[config.mk]
export PLATFORM = sky130hd
export DESIGN_NAME = flash_cmd_ctrl
export DESIGN_NICKNAME = d
export VERILOG_FILES = /design/src/rtl/flash_cmd_pkg.sv /design/src/rtl/flash_op_timer.sv /design/src/rtl/flash_cell_array.sv /design/src/rtl/flash_seq_fsm.sv /design/src/rtl/flash_cmd_ctrl.sv
export SDC_FILE = /design/constraint.sdc
export NUM_CORES = 2
export LEC_CHECK = 0
export ABC_AREA = 1
export BUFFER_PORTS_ARGS = -buffer_cell sky130_fd_sc_hd__buf_2
export CAP_MARGIN = 30
export CORE_AREA = 2 2 422 424
export CTS_BUF_LIST = sky130_fd_sc_hd__clkbuf_16
export CTS_CLUSTER_SIZE = 16
export DETAILED_ROUTE_END_ITERATION = 10
export DIE_AREA = 0 0 424 426
export PLACE_DENSITY = 0.49
export SLEW_MARGIN = 25
export SYNTH_ARGS = -nofsm -noshare
export SYNTH_HDL_FRONTEND = slang
export SYNTH_SLANG_ARGS = --single-unit
[constraint.sdc]
create_clock -name clk -period 4.08 [get_ports clk]
set_clock_uncertainty 0.15 [all_clocks]
set_input_delay 0.816 -clock clk [delete_from_list [all_inputs] [get_ports clk]]
set_output_delay 0.816 -clock clk [all_outputs]
set_load 0.01 [all_outputs]
[src/rtl/flash_cmd_pkg.sv]
// Shared types and bus constants for the flash command decoder.
// Assumes commands are carried in the low data byte and unlock
// addresses are compared on address bits [11:0].
package flash_cmd_pkg;

    typedef enum logic [3:0] {
        S_READ,
        S_UNL1,
        S_UNL2,
        S_AUTOSEL,
        S_PROG_ADDR,
        S_ERS_SETUP,
        S_ERS_UNL1,
        S_ERS_UNL2,
        S_BUSY
    } seq_state_t;

    typedef enum logic {
        OP_PROG,
        OP_ERASE
    } op_kind_t;

    localparam logic [11:0] UNLOCK_ADDR_A  = 12'h555;
    localparam logic [11:0] UNLOCK_ADDR_B  = 12'h2AA;
    localparam logic [7:0]  UNLOCK_DATA_A  = 8'hAA;
    localparam logic [7:0]  UNLOCK_DATA_B  = 8'h55;
    localparam logic [7:0]  CMD_AUTOSEL    = 8'h90;
    localparam logic [7:0]  CMD_PROG       = 8'hA0;
    localparam logic [7:0]  CMD_ERS_SETUP  = 8'h80;
    localparam logic [7:0]  CMD_CHIP_ERASE = 8'h10;
    localparam logic [7:0]  CMD_RESET      = 8'hF0;
    localparam logic [15:0] MFR_CODE       = 16'h0001;

endpackage

[src/rtl/flash_op_timer.sv]
// Busy timer for embedded operations.
// Loads BUSY_CYCLES on start and counts down to zero. done is high
// in the last busy cycle. Assumes start never arrives while busy.
module flash_op_timer #(
    parameter int BUSY_CYCLES = 20
) (
    input  logic clk,
    input  logic rst_n,
    input  logic start,
    output logic busy,
    output logic done
);
    localparam int CNT_W = $clog2(BUSY_CYCLES + 1);

    logic [CNT_W-1:0] cnt;

    // Count the remaining busy cycles.
    always_ff @(posedge clk) begin
        if (!rst_n) begin
            cnt <= '0;
        end else if (start) begin
            cnt <= CNT_W'(BUSY_CYCLES);
        end else if (cnt != '0) begin
            cnt <= cnt - 1'b1;
        end
    end

    assign busy = (cnt != '0);
    assign done = (cnt == CNT_W'(1));

    a_r8_busy_after_start: assert property (@(posedge clk) disable iff (!rst_n)
        start |=> busy);
    a_r8_idle_after_done: assert property (@(posedge clk) disable iff (!rst_n)
        (done && !start) |=> !busy);

endmodule

[src/rtl/flash_cell_array.sv]
// Behavioural cell array, one register word per address.
// Program ANDs the new data into the word; erase sets every word to
// ones. Contents survive reset, and nothing commits while rst_n is low.
module flash_cell_array #(
    parameter int AW     = 6,
    parameter int DATA_W = 16
) (
    input  logic              clk,
    input  logic              rst_n,
    input  logic              prog_en,
    input  logic [AW-1:0]     prog_addr,
    input  logic [DATA_W-1:0] prog_data,
    input  logic              erase_en,
    input  logic [AW-1:0]     rd_addr,
    output logic [DATA_W-1:0] rd_data
);
    localparam int DEPTH = 1 << AW;

    logic [DATA_W-1:0] mem [DEPTH];

    for (genvar w = 0; w < DEPTH; w++) begin : g_word
        // Update one word on an erase or on a program aimed at it.
        always_ff @(posedge clk) begin
            if (rst_n) begin
                if (erase_en) begin
                    mem[w] <= '1;
                end else if (prog_en && prog_addr == AW'(w)) begin
                    mem[w] <= mem[w] & prog_data;
                end
            end
        end
    end

    assign rd_data = mem[rd_addr];

    a_r7_no_bit_rise: assert property (@(posedge clk) disable iff (!rst_n)
        prog_en |=> ((mem[$past(prog_addr)] & ~$past(prog_data)) == '0));
    a_r10_erase_ones: assert property (@(posedge clk) disable iff (!rst_n)
        erase_en |=> (mem[0] == '1 && mem[DEPTH-1] == '1));

endmodule

[src/rtl/flash_seq_fsm.sv]
// Command sequence decoder.
// Tracks unlock prefixes and commands, latches the program target,
// and holds a busy state until the timer reports done. Assumes
// ADDR_W >= 12 so that the unlock addresses can be compared.
module flash_seq_fsm
    import flash_cmd_pkg::*;
#(
    parameter int ADDR_W = 12,
    parameter int DATA_W = 16,
    parameter int ARR_AW = 6
) (
    input  logic              clk,
    input  logic              rst_n,
    input  logic              wr_en,
    input  logic [ADDR_W-1:0] addr,
    input  logic [DATA_W-1:0] wdata,
    input  logic              op_done,
    output logic              op_start,
    output logic              in_autosel,
    output logic              commit_prog,
    output logic              commit_erase,
    output logic [ARR_AW-1:0] op_addr,
    output logic [DATA_W-1:0] op_data
);
    seq_state_t state, state_nx;
    op_kind_t   op_kind;

    logic hit_a, hit_b, at_cmd_addr, is_reset;
    logic [7:0] cmd;

    assign cmd         = wdata[7:0];
    assign at_cmd_addr = (addr[11:0] == UNLOCK_ADDR_A);
    assign hit_a       = at_cmd_addr && (cmd == UNLOCK_DATA_A);
    assign hit_b       = (addr[11:0] == UNLOCK_ADDR_B) && (cmd == UNLOCK_DATA_B);
    assign is_reset    = (cmd == CMD_RESET);

    // Choose the next decoder state from the current write.
    always_comb begin
        state_nx = state;
        case (state)
            S_READ:      if (wr_en && hit_a) state_nx = S_UNL1;
            S_UNL1:      if (wr_en) state_nx = hit_b ? S_UNL2 : S_READ;
            S_UNL2: begin
                if (wr_en) begin
                    if (at_cmd_addr && cmd == CMD_AUTOSEL)        state_nx = S_AUTOSEL;
                    else if (at_cmd_addr && cmd == CMD_PROG)      state_nx = S_PROG_ADDR;
                    else if (at_cmd_addr && cmd == CMD_ERS_SETUP) state_nx = S_ERS_SETUP;
                    else                                          state_nx = S_READ;
                end
            end
            S_AUTOSEL:   if (wr_en && is_reset) state_nx = S_READ;
            S_PROG_ADDR: if (wr_en) state_nx = S_BUSY;
            S_ERS_SETUP: if (wr_en) state_nx = hit_a ? S_ERS_UNL1 : S_READ;
            S_ERS_UNL1:  if (wr_en) state_nx = hit_b ? S_ERS_UNL2 : S_READ;
            S_ERS_UNL2: begin
                if (wr_en) begin
                    state_nx = (at_cmd_addr && cmd == CMD_CHIP_ERASE) ? S_BUSY : S_READ;
                end
            end
            S_BUSY:      if (op_done) state_nx = S_READ;
            default:     state_nx = S_READ;
        endcase
    end

    assign op_start = wr_en && ((state == S_PROG_ADDR) ||
                      (state == S_ERS_UNL2 && at_cmd_addr && cmd == CMD_CHIP_ERASE));

    // Hold the decoder state.
    always_ff @(posedge clk) begin
        if (!rst_n) state <= S_READ;
        else        state <= state_nx;
    end

    // Latch the kind and target of an embedded operation as it starts.
    always_ff @(posedge clk) begin
        if (!rst_n) begin
            op_kind <= OP_PROG;
            op_addr <= '0;
            op_data <= '1;
        end else if (op_start) begin
            op_kind <= (state == S_PROG_ADDR) ? OP_PROG : OP_ERASE;
            op_addr <= addr[ARR_AW-1:0];
            op_data <= wdata;
        end
    end

    assign in_autosel   = (state == S_AUTOSEL);
    assign commit_prog  = (state == S_BUSY) && op_done && (op_kind == OP_PROG);
    assign commit_erase = (state == S_BUSY) && op_done && (op_kind == OP_ERASE);

    a_r2_break_to_read: assert property (@(posedge clk) disable iff (!rst_n)
        (state == S_UNL1 && wr_en && !hit_b) |=> (state == S_READ));
    a_r3_autosel_holds: assert property (@(posedge clk) disable iff (!rst_n)
        (state == S_AUTOSEL && !(wr_en && is_reset)) |=> (state == S_AUTOSEL));
    a_r6_reset_cmd_exits: assert property (@(posedge clk) disable iff (!rst_n)
        (state == S_AUTOSEL && wr_en && is_reset) |=> (state == S_READ));
    a_r9_busy_ignores: assert property (@(posedge clk) disable iff (!rst_n)
        (state == S_BUSY && !op_done) |=>
        (state == S_BUSY && $stable(op_addr) && $stable(op_data)));

endmodule

[src/rtl/flash_cmd_ctrl.sv]
// Flash command interface top level.
// Connects the sequence decoder, the busy timer and the cell array,
// and selects read data from the array or from the identification
// values. Assumes sector bits addr[ARR_AW-1 -: SECT_W] lie above
// the identification offset bits addr[2:0].
module flash_cmd_ctrl #(
    parameter int ADDR_W      = 12,
    parameter int DATA_W      = 16,
    parameter int ARR_AW      = 6,
    parameter int SECT_W      = 2,
    parameter int BUSY_CYCLES = 20,
    parameter logic [DATA_W-1:0] DEV_CODE = 16'h2258,
    parameter logic [(1<<SECT_W)-1:0] PROT_MASK = 1
) (
    input  logic              clk,
    input  logic              rst_n,
    input  logic              wr_en,
    input  logic [ADDR_W-1:0] addr,
    input  logic [DATA_W-1:0] wdata,
    input  logic              byte_mode,
    output logic [DATA_W-1:0] rdata,
    output logic              busy_n
);
    import flash_cmd_pkg::*;

    localparam int OFF_W = 3;

    logic              op_start, op_done, busy;
    logic              in_autosel, commit_prog, commit_erase;
    logic [ARR_AW-1:0] op_addr;
    logic [DATA_W-1:0] op_data, arr_rd, id_word;
    logic [SECT_W-1:0] sect;
    logic [OFF_W-1:0]  off;

    flash_seq_fsm #(.ADDR_W(ADDR_W), .DATA_W(DATA_W), .ARR_AW(ARR_AW)) u_fsm (
        .clk(clk), .rst_n(rst_n), .wr_en(wr_en), .addr(addr), .wdata(wdata),
        .op_done(op_done), .op_start(op_start), .in_autosel(in_autosel),
        .commit_prog(commit_prog), .commit_erase(commit_erase),
        .op_addr(op_addr), .op_data(op_data)
    );

    flash_op_timer #(.BUSY_CYCLES(BUSY_CYCLES)) u_timer (
        .clk(clk), .rst_n(rst_n), .start(op_start), .busy(busy), .done(op_done)
    );

    flash_cell_array #(.AW(ARR_AW), .DATA_W(DATA_W)) u_array (
        .clk(clk), .rst_n(rst_n), .prog_en(commit_prog), .prog_addr(op_addr),
        .prog_data(op_data), .erase_en(commit_erase),
        .rd_addr(addr[ARR_AW-1:0]), .rd_data(arr_rd)
    );

    assign sect = addr[ARR_AW-1 -: SECT_W];
    assign off  = addr[OFF_W-1:0];

    // Decode the identification word for the current offset.
    always_comb begin
        id_word = '0;
        if (off == OFF_W'(0)) begin
            id_word = DATA_W'(MFR_CODE);
        end else if (off == (byte_mode ? OFF_W'(2) : OFF_W'(1))) begin
            id_word = DEV_CODE;
        end else if (off == (byte_mode ? OFF_W'(4) : OFF_W'(2))) begin
            id_word = DATA_W'(PROT_MASK[sect]);
        end
    end

    assign rdata  = in_autosel ? id_word : arr_rd;
    assign busy_n = !busy;

    a_r11_hw_reset_ready: assert property (@(posedge clk)
        !rst_n |=> busy_n);
    a_r9_no_start_when_busy: assert property (@(posedge clk) disable iff (!rst_n)
        busy |-> !op_start);

endmodule

---- After elaboration in Yosys (flattened, before gate mapping) ----
Memories as Yosys holds them, arrays and structs flattened.
Index checks and enable logic that the tools add are counted.
storage, ports and cells
  output and inout port bits .............. 17
  bits in writable memories ............... 1024
  memories kept ........................... 1
  input port bits ......................... 32
  word-level logic and storage cells ...... 669
  register bits ........................... 32
memories
  memory       depth  width  read ports  clocked after memory_dff  wr ports  RTL line                source
  u_array.mem  64     16     65          0                         64        flash_cell_array.sv:19  logic [DATA_W-1:0] mem [DEPTH];
operators by class
  $add $sub $neg .......................... 1
  bitwise gates (word level) .............. 130
  eq/ne operators ......................... 92
  reductions and logical operators ........ 87
  magnitude comparators ................... 1
  muxes and demuxes ....................... 351
operators with widths
  operator                                                           count
  16-bit two-way mux                                                 65
  16-bit bitwise AND                                                 64
  1-bit two-way mux                                                  262
  6-bit == test, second input constant                               32
  6-bit by 5-bit == test with 1-bit output, second input constant    16
  1-bit logical AND                                                  78
  1-bit OR                                                           64
  6-bit by 4-bit == test with 1-bit output, second input constant    8
  4-bit two-way mux                                                  12
  8-bit == test, second input constant                               5
  4-bit case mux with 9 select lines                                 1
  14-bit two-way mux                                                 2
  6-bit by 3-bit == test with 1-bit output, second input constant    4
  4-bit by 3-bit == test with 1-bit output, second input constant    4
  12-bit by 10-bit == test with 1-bit output, second input constant  1
  12-bit by 11-bit == test with 1-bit output, second input constant  1
  6-bit by 2-bit == test with 1-bit output, second input constant    2
  3-bit two-way mux                                                  4
  2-bit != test, second input constant                               6
  5-bit two-way mux                                                  2
  9-bit AND reduction                                                1
  4-bit by 2-bit == test with 1-bit output, second input constant    2
  8-bit by 5-bit == test with 1-bit output, second input constant    1
  8-bit by 7-bit == test with 1-bit output, second input constant    1
  other kinds (20)                                                   24

---- Logic depth before layout (Yosys ltp) ----
  depth in word-level cells ............... 9
  depth in mapped cells ................... 16
  depth with buffers taken out ............ 15

---- Cells and area by module ----
From an unflattened synthesis, not the netlist that was laid out.
second synthesis, totals
  cell total of the unflattened synthesis .. 6148
  area total of the unflattened synthesis .. 52859.4 um^2
by module, submodules not included
  module            instances  area an instance (um^2)  cells each  sequential area each (um^2)
  flash_cell_array  1          50938.9                  5838        30749.5
  flash_seq_fsm     1          1421.4                   213         540.5
  flash_op_timer    1          285.3                    44          100.1
  flash_cmd_ctrl    1          214.0                    53          0.0

---- Worst setup path after synthesis ----
OpenSTA, ideal clock, no wires.
  path kind ............................... input -> register
  from .................................... input rst_n
  to ...................................... memory u_array.mem[15][0], enable pin
  data required time ...................... 3.519 ns
  setup time .............................. 0.411 ns
  arrival time ............................ 2.734 ns
  path buffers ............................ 2
  cell stages on the path ................. 6
  path slack .............................. 0.785 ns
  cells stage by stage .................... buf_2 > inv_2 > nor3_1 > inv_1 > buf_1 > o21ai_0
RTL lines
  element          RTL line                source
  start, declared  flash_cmd_ctrl.sv:16    input logic rst_n,
  end, declared    flash_cell_array.sv:19

---- Worst setup path in the final report ----
  from .................................... input addr[0]
  to ...................................... output rdata[5]
on the way
  cells in the longest elaborated chain, start to end .. 3
  elaborated cells between the ends (all ways) .. 4
  classes of those cells .................. mux: 2; reduce/logical: 1; memory: 1
RTL lines
  element                                                                     RTL line              source
  start, declared                                                             flash_cmd_ctrl.sv:18  input logic [ADDR_W-1:0] addr,
  parallel branches: the longest is 2 deep, another holds memory 64 x 16 bit  -
  16-bit two-way mux (*)                                                      flash_cmd_ctrl.sv:67  assign rdata = in_autosel ? id_word : arr_rd;
  end, declared                                                               flash_cmd_ctrl.sv:21  output logic [DATA_W-1:0] rdata,
Every way passes the cells marked *.

==> impl_results.md <==
* Endpoints failing hold at 0
* Worst path slowest cell: buf_12
* Yosys top cell by area: edfxtp_1
* #FFs+latches synth at 1,056
* I/O pins at 49
* Gr usage total at 22.2%
* Buf+Inv Stages, Crit Path at 6
* Row count at 154
* Quantity of I/O buffers inserted on ports at 48
* NumNets Final at 6,018
* Non-Filler Instances at 8,423
* Flop pwr share at 49.1%
* RSZ-0062 raised after global routing: yes
* Clock slew at reported path FFs at 60 ps
* Crit Path Max Fanout at 38
* Clock sinks at 1,056
* Total power at 0.0239 W
* Tmin final at 4090 ps
* P_sw at 0.00569 W
* P per Cell Area at 395 nW/um^2
* Worst slew pin tran at 1050 ps
* Dpl hpwl at 130 mm
* Share of the synthesized area in the top cell type at 58.4%
* Yosys cell types at 31
* Initial antenna violation count at 11
* Clk Latency, worst-skew pair at 750 ps
* Syn-to-layout area delta at 15.0%
* CP endpoint kind: primary output
* Most common cell after layout, fill and taps aside: nand2_1
* M1 WL at 87.4 mm
* Die Footprint at 181,000 um^2
* Gate count after technology mapping at 5,945
* CTS tree: done
* Ratio of cells with drive above 1 in the final layout at 10.3%
* Register area share after synthesis at 59.6%
* DR WL met2 at 92.2 mm
* Largest net degree at the start of global routing at 84
* CP top delay family: buffers and inverters
* Routed met3 length at 17.5 mm
* CTS Root Cell: clkbuf_16
* Highest clock rate at 245 MHz
* Yosys warns at 0
* Clock power share at 44.5%
* # H-tree levels at 3
* CP arrival at 3120 ps
* Violated checks: negative setup slack
* Starting Density at 30.0%
* Total grt overflow at 0
* DRC at 0
* Via density at 5.12
* Routed wire per std cell at 24.3 um
* CTS Buf Count at 119
* Final ANT Viol Nets at 0
* Die width at 424 um
* Slew margin rel. at 29.8%
* Fin. max-slew vios at 0
* Gate power share at 6.4%
* Net Sw Frac at 23.8%
* Setup Viol. Count Final at 1
* Req. time, crit path at 3110 ps
* Most frequent cells in the layout: nand2_1, edfxtp_1, inv_1, o21ai_0, nand3_1
* Detailed-route wire length at 205 mm
* Status: finished with violations
* Worst path max stage delay at 250 ps
* Via Count at 43,200
* VDD IR max at 0.000445 V
* Largest cells by area after synthesis: edfxtp_1, nand2_1, o21ai_0, inv_1, nand3_1
* Leakage power total at 23.4 nW
* Mapped Nets at 5,980
* DRT Pass-1 Iters at 6
* Fin worst setup slack at -9.48 ps
* First-pass GRT wire length at 294 mm
* Critical path, cell by cell: buf_8 > buf_12 > buf_12 > buf_12 > nand2_1 > o21ai_0 > nand2_1 > nand3_1 > nand3_1 > nand2_1 > nand3_1 > a21oi_4 > buf_4 > buf_2
* Placed cells at 8,201
* Avg Inst Size Synth at 8.85 um^2
* Clk buf depth at 3
* Int Pwr at 0.0182 W
* Core ar. at 176,000 um^2
* Chip height at 426 um
* Mapped Area at 52,600 um^2
* Max-cap violations at 0
* Vias in the first global route at 40,400
* CP startpoint kind: input pin
* Period utilization at 100%
* Critical path class: input pin to primary output
* Final RePlAce weighted congestion at 0.902
* Initial DRC Count at 5,391
* DR top layer: met4
* Hold Path Class: input pin to register
* Hold slack at 121 ps
-- state kept, by name, summed over array words and instances, names as in the netlist --
register,flops
u_array.mem,1024
u_fsm.op_data,16
u_fsm.op_addr,6
u_timer.cnt,5
u_fsm.state,4
u_fsm.op_kind,1
-- worst register-to-register path, stage by stage (launching register included) --
cell and delay [ps]:
dfxtp_1 320, inv_1 100, ha_1 160, nand3_2 140, nor3_4 460, nand2_4 170
nor2_8 190, nand2_4 190, o21ai_1 780, buf_4 350
-- through the flow --
step	setup TNS (ps)	instance area (um^2)	utilization (%)	setup WS, ps
floorplan	0	52600	-	785
global placement	-271	56600	32.2	-251
detailed placement	-216	56700	32.2	-216
CTS	0	60400	34.4	2.31
global route	-103	60500	34.4	-38.8
finish	-9.48	60500	34.5	-9.48
-- Yosys cell counts (all sizes together) --
cell and count:
a21oi 104, nand3 427, a41oi 1, nand3b 1
clkbuf 208, o211ai 108, or2 1, ha 3
edfxtp 1024, nand4 27, buf 179, inv 640
clkinv 2, xor2 1, a31oi 11, dfxtp 32
nand2 2292, o21ai 648, nor3 11, nor2 225
-- cell families after synthesis --
kind of cell	after synthesis	synth area share (%)
simple gates	2984	23.6
flops	1056	59.6
buf+inv	1029	7.83
compound gates	872	8.84
fa+ha+maj	3	0.0713
xor+xnor	1	0.0166
-- cell type report --
class / count / area (um^2)
multi-input combinational: 3860 / 17200
tap: 2340 / 2930
antenna: 3 / 7.51
inverter: 642 / 2430
fill: 18400 / 115000
clock buffer: 121 / 3030
sequential: 1056 / 31400
timing repair buffer: 304 / 2810
clock inverter: 97 / 722
-- metal layers --
| metal | track usage [%] | up-vias |
|---|---|---|
| li1 | - | 19600 |
| met1 | 31.2 | 21200 |
| met2 | 34.7 | 2033 |
| met3 | 3.28 | 319 |
| met4 | 8.12 | 0 |
| met5 | 0 | - |
-- power groups by stage --
stage / sequential, W / clock, W / combinational, W
4_1_cts: 0.0117 / 0.0107 / 0.00151
3_3_place_gp: 0.0120 / 0 / 0.00150
2_1_floorplan: 0.0120 / 0 / 0.000783
6_report: 0.0117 / 0.0106 / 0.00154
5_1_grt: 0.0117 / 0.0111 / 0.00164
3_5_place_dp: 0.0120 / 0 / 0.00150
-- worst paths after layout --
kind / start / to / slack [ps] / cells past startpoint
worst max-delay path: addr[0] / rdata[5] / -9 / 14
worst min-delay path: wdata[10] / u_fsm.op_data[10] / 120 / 3
worst max register to register: u_timer.cnt[1] / u_array.mem[10][8] / 760 / 9
worst min register to register: u_timer.cnt[1] / u_timer.cnt[1] / 330 / 2
-- timing repair --
item / in CTS / in global routing
cloned: 0 / 1
resized for setup: 3 / 19
setup endpoints to repair: 1 / 9
hold buffers: 0 / 0
setup buffers: 0 / 0
No activity file was read; power rests on OpenSTA's default activity.
